==> config.mk <==
export PLATFORM = sky130hd
export DESIGN_NAME = ivt_channel
export DESIGN_NICKNAME = d
export VERILOG_FILES = /design/src/rtl/ivt_pkg.sv /design/src/rtl/ivt_gate_edge.sv /design/src/rtl/ivt_count_core.sv /design/src/rtl/ivt_out_gen.sv /design/src/rtl/ivt_channel.sv
export SDC_FILE = /design/constraint.sdc
export NUM_CORES = 1
export LEC_CHECK = 0
export ABC_AREA = 0
export BUFFER_PORTS_ARGS = -buffer_cell sky130_fd_sc_hd__buf_2
export CORE_ASPECT_RATIO = 0.8
export CORE_MARGIN = 1
export CORE_UTILIZATION = 56
export DETAILED_ROUTE_END_ITERATION = 7
export PLACE_DENSITY = 0.8
export SLEW_MARGIN = 20
export SYNTH_ARGS = -nofsm -noshare
export SYNTH_HDL_FRONTEND = slang
export SYNTH_SLANG_ARGS = --single-unit
==> constraint.sdc <==
create_clock -name clk -period 4.79 [get_ports clk]
set_clock_uncertainty 0.1 [all_clocks]
set_input_delay 0.2395 -clock clk [delete_from_list [all_inputs] [get_ports clk]]
set_output_delay 0.2395 -clock clk [all_outputs]
set_load 0.01 [all_outputs]
==> src/rtl/ivt_pkg.sv <==
`timescale 1ns/1ps
package ivt_pkg;

  typedef enum logic [2:0] {
    M_TERM     = 3'd0,
    M_ONESHOT  = 3'd1,
    M_RATE     = 3'd2,
    M_SQUARE   = 3'd3,
    M_SWSTROBE = 3'd4,
    M_HWSTROBE = 3'd5
  } ivt_mode_e;

  // Codes 6 and 7 fold onto the rate and square modes.
  function automatic ivt_mode_e fold_mode(input logic [2:0] raw);
    case (raw)
      3'd6:    return M_RATE;
      3'd7:    return M_SQUARE;
      default: return ivt_mode_e'(raw);
    endcase
  endfunction

  function automatic logic idle_level(input ivt_mode_e m);
    return (m != M_TERM);
  endfunction

  function automatic logic gate_restarts(input ivt_mode_e m);
    return (m == M_ONESHOT) || (m == M_RATE) || (m == M_SQUARE) || (m == M_HWSTROBE);
  endfunction

  function automatic logic gate_pauses(input ivt_mode_e m);
    return (m == M_TERM) || (m == M_RATE) || (m == M_SQUARE) || (m == M_SWSTROBE);
  endfunction

  function automatic logic is_periodic(input ivt_mode_e m);
    return (m == M_RATE) || (m == M_SQUARE);
  endfunction

endpackage

==> src/rtl/ivt_gate_edge.sv <==
`timescale 1ns/1ps
module ivt_gate_edge #(
  parameter logic GATE_RST = 1'b1
) (
  input  logic clk,
  input  logic rst,
  input  logic gate_i,
  output logic rise_o
);
  logic gate_q;

  always_ff @(posedge clk) begin
    if (rst) gate_q <= GATE_RST;
    else     gate_q <= gate_i;
  end

  assign rise_o = gate_i & ~gate_q;
endmodule

==> src/rtl/ivt_count_core.sv <==
`timescale 1ns/1ps
module ivt_count_core #(
  parameter int W = 16
) (
  input  logic         clk,
  input  logic         rst,
  input  logic         load_ev,
  input  logic         restart_ev,
  input  logic         step_ev,
  input  logic         periodic,
  input  logic [W-1:0] load_val,
  output logic [W-1:0] cnt_q,
  output logic [W-1:0] cnt_nx,
  output logic [W-1:0] reload_q
);
  localparam logic [W-1:0] ONE = {{(W-1){1'b0}}, 1'b1};

  always_comb begin
    cnt_nx = cnt_q;
    if (load_ev)         cnt_nx = load_val;
    else if (restart_ev) cnt_nx = reload_q;
    else if (step_ev)    cnt_nx = (periodic && cnt_q == ONE) ? reload_q : cnt_q - ONE;
  end

  always_ff @(posedge clk) begin
    if (rst) begin
      cnt_q    <= '0;
      reload_q <= '0;
    end else begin
      cnt_q <= cnt_nx;
      if (load_ev) reload_q <= load_val;
    end
  end


  cnt_hold_chk: assert property (@(posedge clk) disable iff (rst)
    !(load_ev || restart_ev || step_ev) |=> $stable(cnt_q));


  cnt_wrap_step_chk: assert property (@(posedge clk) disable iff (rst)
    (step_ev && !periodic && !load_ev && !restart_ev) |=> (cnt_q == $past(cnt_q) - ONE));


  load_capture_chk: assert property (@(posedge clk) disable iff (rst)
    load_ev |=> (cnt_q == $past(load_val) && reload_q == $past(load_val)));
endmodule

==> src/rtl/ivt_out_gen.sv <==
`timescale 1ns/1ps
module ivt_out_gen import ivt_pkg::*; #(
  parameter int W = 16
) (
  input  logic         clk,
  input  logic         rst,
  input  logic         mode_wr,
  input  ivt_mode_e    mode_new,
  input  ivt_mode_e    mode_q,
  input  logic         load_ev,
  input  logic         restart_ev,
  input  logic         step_ev,
  input  logic [W-1:0] cnt_nx,
  input  logic [W-1:0] reload_q,
  output logic         out_q
);
  localparam logic [W-1:0] ONE = {{(W-1){1'b0}}, 1'b1};

  function automatic logic [W:0] span(input logic [W-1:0] x);
    return {(x == '0), x};
  endfunction

  logic         armed_q, armed_nx, out_nx;
  logic         hit_zero;
  logic [W:0]   half;

  assign hit_zero = (cnt_nx == '0);
  assign half     = span(reload_q) >> 1;

  always_comb begin
    out_nx   = out_q;
    armed_nx = armed_q;
    if (mode_wr) begin
      out_nx   = idle_level(mode_new);
      armed_nx = 1'b0;
    end else if (load_ev) begin
      out_nx   = (mode_q != M_TERM);
      armed_nx = (mode_q == M_SWSTROBE);
    end else if (restart_ev) begin
      out_nx   = (mode_q != M_ONESHOT);
      armed_nx = (mode_q == M_ONESHOT) || (mode_q == M_HWSTROBE);
    end else if (step_ev) begin
      case (mode_q)
        M_TERM:    out_nx = out_q | hit_zero;
        M_ONESHOT: out_nx = out_q | (armed_q & hit_zero);
        M_RATE:    out_nx = (cnt_nx != ONE);
        M_SQUARE:  out_nx = (span(cnt_nx) > half);
        default:   out_nx = ~(armed_q & hit_zero);
      endcase
      if (hit_zero) armed_nx = 1'b0;
    end
  end

  always_ff @(posedge clk) begin
    if (rst) begin
      out_q   <= 1'b1;
      armed_q <= 1'b0;
    end else begin
      out_q   <= out_nx;
      armed_q <= armed_nx;
    end
  end


  term_sticky_chk: assert property (@(posedge clk) disable iff (rst)
    (mode_q == M_TERM && out_q && !mode_wr && !load_ev) |=> out_q);


  strobe_width_chk: assert property (@(posedge clk) disable iff (rst)
    ((mode_q == M_SWSTROBE || mode_q == M_HWSTROBE) && !out_q && step_ev) |=> out_q);
endmodule

==> src/rtl/ivt_channel.sv <==
`timescale 1ns/1ps
module ivt_channel import ivt_pkg::*; #(
  parameter int   CNT_W    = 16,
  parameter logic GATE_RST = 1'b1
) (
  input  logic             clk,
  input  logic             rst,
  input  logic             cnt_en,
  input  logic             load_i,
  input  logic [CNT_W-1:0] load_val_i,
  input  logic             mode_wr_i,
  input  logic [2:0]       mode_i,
  input  logic             gate_i,
  input  logic             latch_i,
  output logic             out_o,
  output logic [CNT_W-1:0] count_o,
  output logic [CNT_W-1:0] snap_o
);
  ivt_mode_e        mode_q, mode_new;
  logic             live_q;
  logic             gate_rise;
  logic             load_ev, restart_ev, step_ev;
  logic [CNT_W-1:0] cnt_nx, reload_q;

  assign mode_new   = fold_mode(mode_i);
  assign load_ev    = load_i & ~mode_wr_i;
  assign restart_ev = gate_rise & live_q & gate_restarts(mode_q) & ~mode_wr_i & ~load_i;
  assign step_ev    = cnt_en & live_q & (gate_i | ~gate_pauses(mode_q))
                      & ~mode_wr_i & ~load_i & ~restart_ev;

  always_ff @(posedge clk) begin
    if (rst) begin
      mode_q <= M_SQUARE;
      live_q <= 1'b1;
      snap_o <= '0;
    end else begin
      if (mode_wr_i) begin
        mode_q <= mode_new;
        live_q <= 1'b0;
      end else if (load_i) begin
        live_q <= 1'b1;
      end
      if (latch_i) snap_o <= count_o;
    end
  end

  ivt_gate_edge #(.GATE_RST(GATE_RST)) u_edge (
    .clk    (clk),
    .rst    (rst),
    .gate_i (gate_i),
    .rise_o (gate_rise)
  );

  ivt_count_core #(.W(CNT_W)) u_core (
    .clk        (clk),
    .rst        (rst),
    .load_ev    (load_ev),
    .restart_ev (restart_ev),
    .step_ev    (step_ev),
    .periodic   (is_periodic(mode_q)),
    .load_val   (load_val_i),
    .cnt_q      (count_o),
    .cnt_nx     (cnt_nx),
    .reload_q   (reload_q)
  );

  ivt_out_gen #(.W(CNT_W)) u_out (
    .clk        (clk),
    .rst        (rst),
    .mode_wr    (mode_wr_i),
    .mode_new   (mode_new),
    .mode_q     (mode_q),
    .load_ev    (load_ev),
    .restart_ev (restart_ev),
    .step_ev    (step_ev),
    .cnt_nx     (cnt_nx),
    .reload_q   (reload_q),
    .out_q      (out_o)
  );


  mode_level_chk: assert property (@(posedge clk) disable iff (rst)
    mode_wr_i |=> (out_o == ($past(mode_i) != 3'd0)));


  mode_halt_chk: assert property (@(posedge clk) disable iff (rst)
    (mode_wr_i && !load_i) |=> $stable(count_o));


  snap_take_chk: assert property (@(posedge clk) disable iff (rst)
    latch_i |=> (snap_o == $past(count_o)));


  rate_low_chk: assert property (@(posedge clk) disable iff (rst)
    (mode_q == M_RATE && !out_o) |-> (count_o == {{(CNT_W-1){1'b0}}, 1'b1}));


  enable_hold_chk: assert property (@(posedge clk) disable iff (rst)
    (!cnt_en && !load_i && !restart_ev) |=> $stable(count_o));
endmodule

* After elaboration in Yosys (flattened, before gate mapping)
Index checks and enable logic that the tools add are counted.
W data, S select, Z words.
** Storage, ports and cells
- Register bits :: 55
- Bits in latches :: 0
- RAM bits :: 0
- Bits in read-only memories :: 0
- Input port bits :: 26
- Output and inout port bits :: 33
- Word-level logic and storage cells :: 77
- Memories kept :: 0
** Operators by class
- $add $sub $neg :: 1
- $mul :: 0
- Div/mod/pow operators :: 0
- Order comparisons :: 1
- Equal/unequal tests :: 10
- Shift-type cells :: 0
- Multiplexer cells :: 16
- Bitwise gates (word level) :: 21
- Reductions and logical operators :: 20
** Operators by type and width (number)
- $mux W16 :: 4
- $logic_not A16 Y1 :: 2
- $gt A17 B16 Y1 :: 1
- $eq A16 B1 Y1 const B :: 1
- $ne A16 B1 Y1 const B :: 1
- $sub A16 B1 Y16 const B :: 1
- $and A1 B1 Y1 :: 12
- $eq A3 B3 Y1 const B :: 4
- $reduce_bool A3 Y1 :: 4
- $mux W1 :: 10
- $logic_or A1 B1 Y1 :: 8
- $eq A3 B2 Y1 const B :: 2
- $not A1 Y1 :: 6
- $pmux W3 S2 :: 1
- $pmux W1 S4 :: 1
- $reduce_bool A4 Y1 :: 1
- $eq A3 B1 Y1 const B :: 1
- $logic_not A3 Y1 :: 1
- $ne A3 B1 Y1 const B :: 1
- $or A1 B1 Y1 :: 3
- $reduce_and A2 Y1 :: 1
- $reduce_bool A2 Y1 :: 1
- $reduce_or A2 Y1 :: 1
- $logic_and A1 B1 Y1 :: 1

* Logic depth before layout (Yosys ltp)
- Word-level depth :: 21
- Depth in mapped cells :: 18
- Gate-level depth less buffers :: 17

* Hierarchy
From an unflattened synthesis, not the netlist that was laid out.
** Second synthesis, totals
- Cells, all modules :: 456
- Area, all modules :: 3666.0 um^2
** Modules (own cells, without submodules)
- ivt_count_core :: instances 1, cells each 274, area an instance 2130.8 um^2, seq. area each 640.6 um^2
- ivt_channel :: instances 1, cells each 78, area an instance 808.3 um^2, seq. area each 400.4 um^2
- ivt_out_gen :: instances 1, cells each 101, area an instance 694.4 um^2, seq. area each 40.0 um^2
- ivt_gate_edge :: instances 1, cells each 3, area an instance 32.5 um^2, seq. area each 20.0 um^2

* Worst setup path before layout
OpenSTA, ideal clock, no wires.
- Kind :: register -> register
- From :: register live_q
- To :: register u_out.out_q
- Setup time :: 0.139 ns
- Arrival time :: 3.086 ns
- Data required time :: 4.551 ns
- Setup slack :: 1.465 ns
- Stages on the path, launching flop included :: 17
- Path buffers :: 1
- Period minus slack after synthesis :: 3.325 ns
- Cells stage by stage :: dfxtp_1 or3b_4 a2111o_1 nand2_1 clkbuf_1 o221ai_1 o21a_1 inv_1 ha_1 nand4_1 nor2_1 nor2_1 a21oi_1 o31ai_1 a31oi_1 nor4_1 a32oi_1
** On the way
- Cells in the longest elaborated chain, start to end :: 17
- Elaborated cells on any way between the ends :: 26
- Classes of those cells :: order compare: 1; eq/ne: 1; mux: 8; bitwise: 14; reduce/logical: 2
** Ends and longest elaborated chain
- start, declared :: line ivt_channel.sv:20 : logic live_q;
- start signal, assigned :: line ivt_channel.sv:34 : live_q <= 1'b1;
- start signal, assigned :: line ivt_channel.sv:39 : live_q <= 1'b0;
- start signal, assigned :: line ivt_channel.sv:41 : live_q <= 1'b1;
- $and A1 B1 Y1 (4 in a row) :: line ivt_channel.sv:27 : assign restart_ev = gate_rise & live_q & gate_restarts(mode_q) & ~mode_wr_i & ~load_i;
- $not A1 Y1 :: line ivt_channel.sv:29 : & ~mode_wr_i & ~load_i & ~restart_ev;
- $and A1 B1 Y1 :: line ivt_channel.sv:29
- $mux W16 :: line ivt_count_core.sv:22 : else if (step_ev) cnt_nx = (periodic && cnt_q == ONE) ? reload_q : cnt_q - ONE;
- $mux W16 * :: line ivt_count_core.sv:21 : else if (restart_ev) cnt_nx = reload_q;
- $mux W16 * :: line ivt_count_core.sv:20 : if (load_ev) cnt_nx = load_val;
- net cnt_nx[1] :: line ivt_channel.sv:23 : logic [CNT_W-1:0] cnt_nx, reload_q;
- parallel branches: the longest is 3 deep, another holds $gt A17 B16 Y1
- $pmux W1 S4 * :: line ivt_out_gen.sv:43 : case (mode_q)
- $mux W1 * :: line ivt_out_gen.sv:42 : end else if (step_ev) begin
- $mux W1 * :: line ivt_out_gen.sv:39 : end else if (restart_ev) begin
- $mux W1 * :: line ivt_out_gen.sv:36 : end else if (load_ev) begin
- $mux W1 * :: line ivt_out_gen.sv:33 : if (mode_wr) begin
- end signal, assigned :: line ivt_out_gen.sv:59 : out_q <= out_nx;
- end, declared :: line ivt_out_gen.sv:15 : output logic out_q
Mark *: on every way through the listed nets, which the timed path passes. The select of a mux whose other input is x is not followed.
A chain may end at the register's enable or synchronous reset.

* Worst setup path after layout
- From :: register mode_q[1]
- To :: register u_out.out_q
** On the way
- Cells in the longest elaborated chain, start to end :: 21
- Elaborated cells on any way between the ends :: 43
- Classes of those cells :: order compare: 1; eq/ne: 7; mux: 9; bitwise: 14; reduce/logical: 12
** Ends and longest elaborated chain
- start, declared :: line ivt_channel.sv:19 : ivt_mode_e mode_q, mode_new;
- start signal, assigned :: line ivt_channel.sv:38 : mode_q <= mode_new;
- $eq A3 B2 Y1 / $logic_not A3 Y1 (equally long branches) :: line ivt_pkg.sv:27, ivt_pkg.sv:31, ivt_pkg.sv:35
- $logic_or A1 B1 Y1 (3 in a row) :: line ivt_pkg.sv:31 : return (m == M_TERM) || (m == M_RATE) || (m == M_SQUARE) || (m == M_SWSTROBE);
- $not A1 Y1 :: line ivt_channel.sv:28 : assign step_ev = cnt_en & live_q & (gate_i | ~gate_pauses(mode_q))
- $or A1 B1 Y1 :: line ivt_channel.sv:28
- $and A1 B1 Y1 :: line ivt_channel.sv:28
- $and A1 B1 Y1 (3 in a row) :: line ivt_channel.sv:29
- $mux W16 :: line ivt_count_core.sv:22
- $mux W16 * :: line ivt_count_core.sv:21
- $mux W16 * :: line ivt_count_core.sv:20
- net cnt_nx[13] :: line ivt_channel.sv:23
- parallel branches: the longest is 3 deep, another holds $gt A17 B16 Y1
- $pmux W1 S4 * :: line ivt_out_gen.sv:43
- $mux W1 * :: line ivt_out_gen.sv:42
- $mux W1 * :: line ivt_out_gen.sv:39
- $mux W1 * :: line ivt_out_gen.sv:36
- $mux W1 * :: line ivt_out_gen.sv:33
Marks and branches as above.

==> summary.md <==
| Metric | Value |
|---|---|
| Status | finished, final reports clean |
| Pwr/cell area | 284 nW/µm² |
| Max Cap Violations | 0 |
| Hpwl dp | 7430 µm |
| WP data required | 4.88 ns |
| TritonCTS Buffers | 5 |
| Final setup vio count | 0 |
| Htree depth | 2 |
| Sequential Power Share | 47.6% |
| Mux contribution to synthesized area | 6.27% |
| Synthesized instance count | 431 |
| Primary FF master, synth | dfxtp_1 |
| Design Power | 1.09 mW |
| Placer congestion estimate | 0.949 |
| Die height | 71.6 µm |
| VDD IR-drop max | 0.000144 V |
| Area delta synth->final | 13.2% |
| Final nets | 525 |
| Mapped Nets | 475 |
| Grt ovf | 0 |
| CORE AREA | 5650 µm² |
| Routed len/inst | 18.0 µm |
| Worst-path clk slew | 0.10 ns |
| Number of antenna violations at the first check in global routing | 0 |
| Count of cell types in the netlist | 61 |
| Yosys top cell area share | 32.4% |
| Vias per std cell | 6.29 |
| Pleak | 1.69 nW |
| Largest net degree at the start of global routing | 54 |
| Fmax | 0.247 GHz |
| Clk_lat worst skew | 0.32 ns |
| Reg-to-Reg Start | mode_q[1] |
| Critical Path AT | 4.15 ns |
| Gate power share | 28.4% |
| Final period util | 84.7% |
| Slew HR | 36.2% |
| Filler cells | 527 |
| Worst path most repeated cell | nand4_1 |
| CTS sink count | 55 |
| Hold Fails Final Rpt | 0 |
| Internal power | 0.716 mW |
| Clock network power share | 24.0% |
| Synth Register Bits | 55 |
| Avg Inst Size Synth | 7.88 µm² |
| Final period demand of the worst path | 4.06 ns |
| # IOs | 59 |
| Number of global-route vias before repair | 3,247 |
| Synth Area in Simple Gates | 25.0% |
| Clock root buffer | clkbuf_8 |
| Fin. max-slew vios | 0 |
| First-pass GRT wire length | 16,000 µm |
| First-pass iteration count of the detailed router | 5 |
| PostCTS Resize Cnt | 0 |
| Core Rows | 24 |
| DIE AREA | 6380 µm² |
| Async SR Flop Fraction | 0% |
| Port-buffer cells | 58 |
| Main combinational cell family by area after synthesis | simple AND/OR/NAND/NOR gates |
| DR iter-0 viols | 367 |
| Startpoint types | flip-flop |
| Setup crit end kind | flip-flop |
| CTS Buffer Depth | 2 |
| Post-synthesis compound-gate area fraction | 21.1% |
| Post-synth top area cell | dfxtp_1 |
| Actual slew at the worst max-slew pin | 0.956 ns |
| Number of antenna diodes | 0 |
| Cts hold-fix bufs | 0 |
| Synth Area in Adders | 6.63% |
| CTS tree | yes |
| Die Width | 89.0 µm |
| Crit path largest cell delay | 0.67 ns |
| Number of enable flip-flop cells after synthesis | 0 |
| Final wirelength | 10,100 µm |
| RSZ-0062 raised after global routing | false |
| Vias | 3,525 |
| GRT Total Usage | 33.0% |
| Register area share after synthesis | 32.4% |
| P_sw | 0.377 mW |
| Setup TNS | 0 ns |
| Hold path start | gate_i |
| Post-Syn Area | 3390 µm² |
| DRC Markers | 0 |
| Antenna-violating nets left | 0 |
| Switching part of the total power | 34.5% |
| Slowest CP cell | dfxtp_1 |
| Crit-path max FO | 14 |
| CP Cell Sequence | mux2_2 > o21ai_1 > buf_4 > nand2_1 > o221a_2 > a221oi_2 > inv_1 > ha_1 > nand4_1 > nor2_1 > nand4_1 > o2111ai_1 > a31oi_1 > nor4_1 > a32oi_1 |
| Synth area leaders | dfxtp_1 32%, ha_1 6.6%, nand2_1 6.1% |
| CP startpoint | mode_q[1] |
| Post-CTS setup buffer count | 0 |
| Ys Warns | 0 |
| XOR/XNOR Fraction of Synth Area | 2.84% |
| Initial core utilization | 60.1% |
| Type of the worst setup path | reg2reg |
| Synth top cells by count | 55 x dfxtp_1, 55 x nand2_1, 45 x nor2_1, 38 x a21oi_1, 28 x inv_1 |
| HP Class | in2reg |
| Proportion of layout cells with a drive suffix above 1 | 18.5% |
stage by stage:
step / cells / utilization (%) / setup WS (ns) / hold slack (ns) / instance area (µm²)
after floorplan: 431 / - / 1.46 / 0.246 / 3390
after global placement: 552 / 66.5 / 0.880 / 0.367 / 3750
after detailed placement: 552 / 66.5 / 0.806 / 0.380 / 3750
after CTS: 560 / 68.1 / 0.808 / 0.0632 / 3840
after global routing: 560 / 68.1 / 0.550 / 0.0763 / 3840
final: 560 / 68.1 / 0.734 / 0.0603 / 3840
cells by family after synthesis:
| kind of cell | after synthesis |
|---|---|
| buffers and inverters | 51 |
| AO/OA/AOI/OAI | 103 |
| flip-flops | 55 |
| adder cells (fa/ha/maj) | 18 |
| AND/OR/NAND/NOR | 172 |
| multiplexers | 21 |
| XOR/XNOR | 11 |
placed cells by master (no fill, tap or decap), drive strengths merged, types with 2 or more instances in the layout:
master / Yosys / layout
nand4: 10 / 10
xnor2: 8 / 8
or3: 4 / 4
o221ai: 9 / 9
and4bb: 2 / 2
o221a: 2 / 2
xor2: 3 / 3
nand2: 55 / 55
clkbuf: 21 / 5
o21ai: 15 / 15
mux2i: 19 / 19
o2111ai: 2 / 2
ha: 18 / 18
a21o: 7 / 7
o22ai: 2 / 2
inv: 28 / 28
mux2: 2 / 2
a21oi: 38 / 38
o21a: 3 / 3
o211ai: 2 / 2
dfxtp: 55 / 55
nor4: 8 / 8
nor3b: 3 / 3
a211oi: 5 / 5
nor2b: 6 / 6
nor2: 46 / 46
or2: 2 / 2
clkinvlp: 0 / 2
buf: 2 / 66
or4: 3 / 3
a221oi: 3 / 3
nor3: 15 / 15
nand2b: 2 / 2
a32oi: 2 / 2
nand3: 10 / 10
state kept, by name, summed over array words and instances, names as in the netlist:
signal / flops
snap_o: 16
mode_q: 3
u_core.cnt_q: 16
u_core.reload_q: 16
u_out.armed_q: 1
u_out.out_q: 1
live_q: 1
u_edge.gate_q: 1
critical path: cells and delay by family, from the launching register on:
kind,cells,cell delay [ns]
mux,1,0.42
fa+ha+maj,1,0.30
flops,1,0.67
simple gates,5,0.91
compound gates,6,1.28
buf+inv,2,0.26
routing by layer:
metal | up-vias | share of wire [%] | global-route usage [%]
met5 | - | 0 | 0
met4 | 0 | 2.0 | 10.4
met3 | 25 | 10 | 6.22
met2 | 204 | 44 | 50.9
met1 | 1650 | 44 | 46.7
li1 | 1646 | - | -
power by group through the flow:
stage          logic (mW)  clock network, mW  registers, mW
2_1_floorplan       0.213                  0          0.522
3_3_place_gp        0.299                  0          0.529
3_5_place_dp        0.301                  0          0.529
4_1_cts             0.303              0.267          0.519
5_1_grt             0.340              0.280          0.523
6_report            0.310              0.263          0.520
area by class of cell:
| cell class | count | area (µm²) | area share [%] |
|---|---|---|---|
| Clock buffer | 5 | 68.8 | 1.79 |
| Timing Repair Buffer | 66 | 350 | 9.12 |
| Multi-Input combinational cell | 325 | 2100 | 54.6 |
| Clock inverter | 3 | 20.0 | 0.521 |
| Inverter | 28 | 105 | 2.74 |
| Tap cell | 78 | 97.6 | 2.54 |
| Sequential cell | 55 | 1100 | 28.7 |
path summary, 6_finish.rpt:
check	end	slack [ns]	depth (start not counted)
max	u_out.out_q	0.73	15
min	u_edge.gate_q	0.06	2
max reg2reg	u_out.out_q	0.73	15
min reg2reg	snap_o[3]	0.40	2
Power figures use the tool's default switching activity.
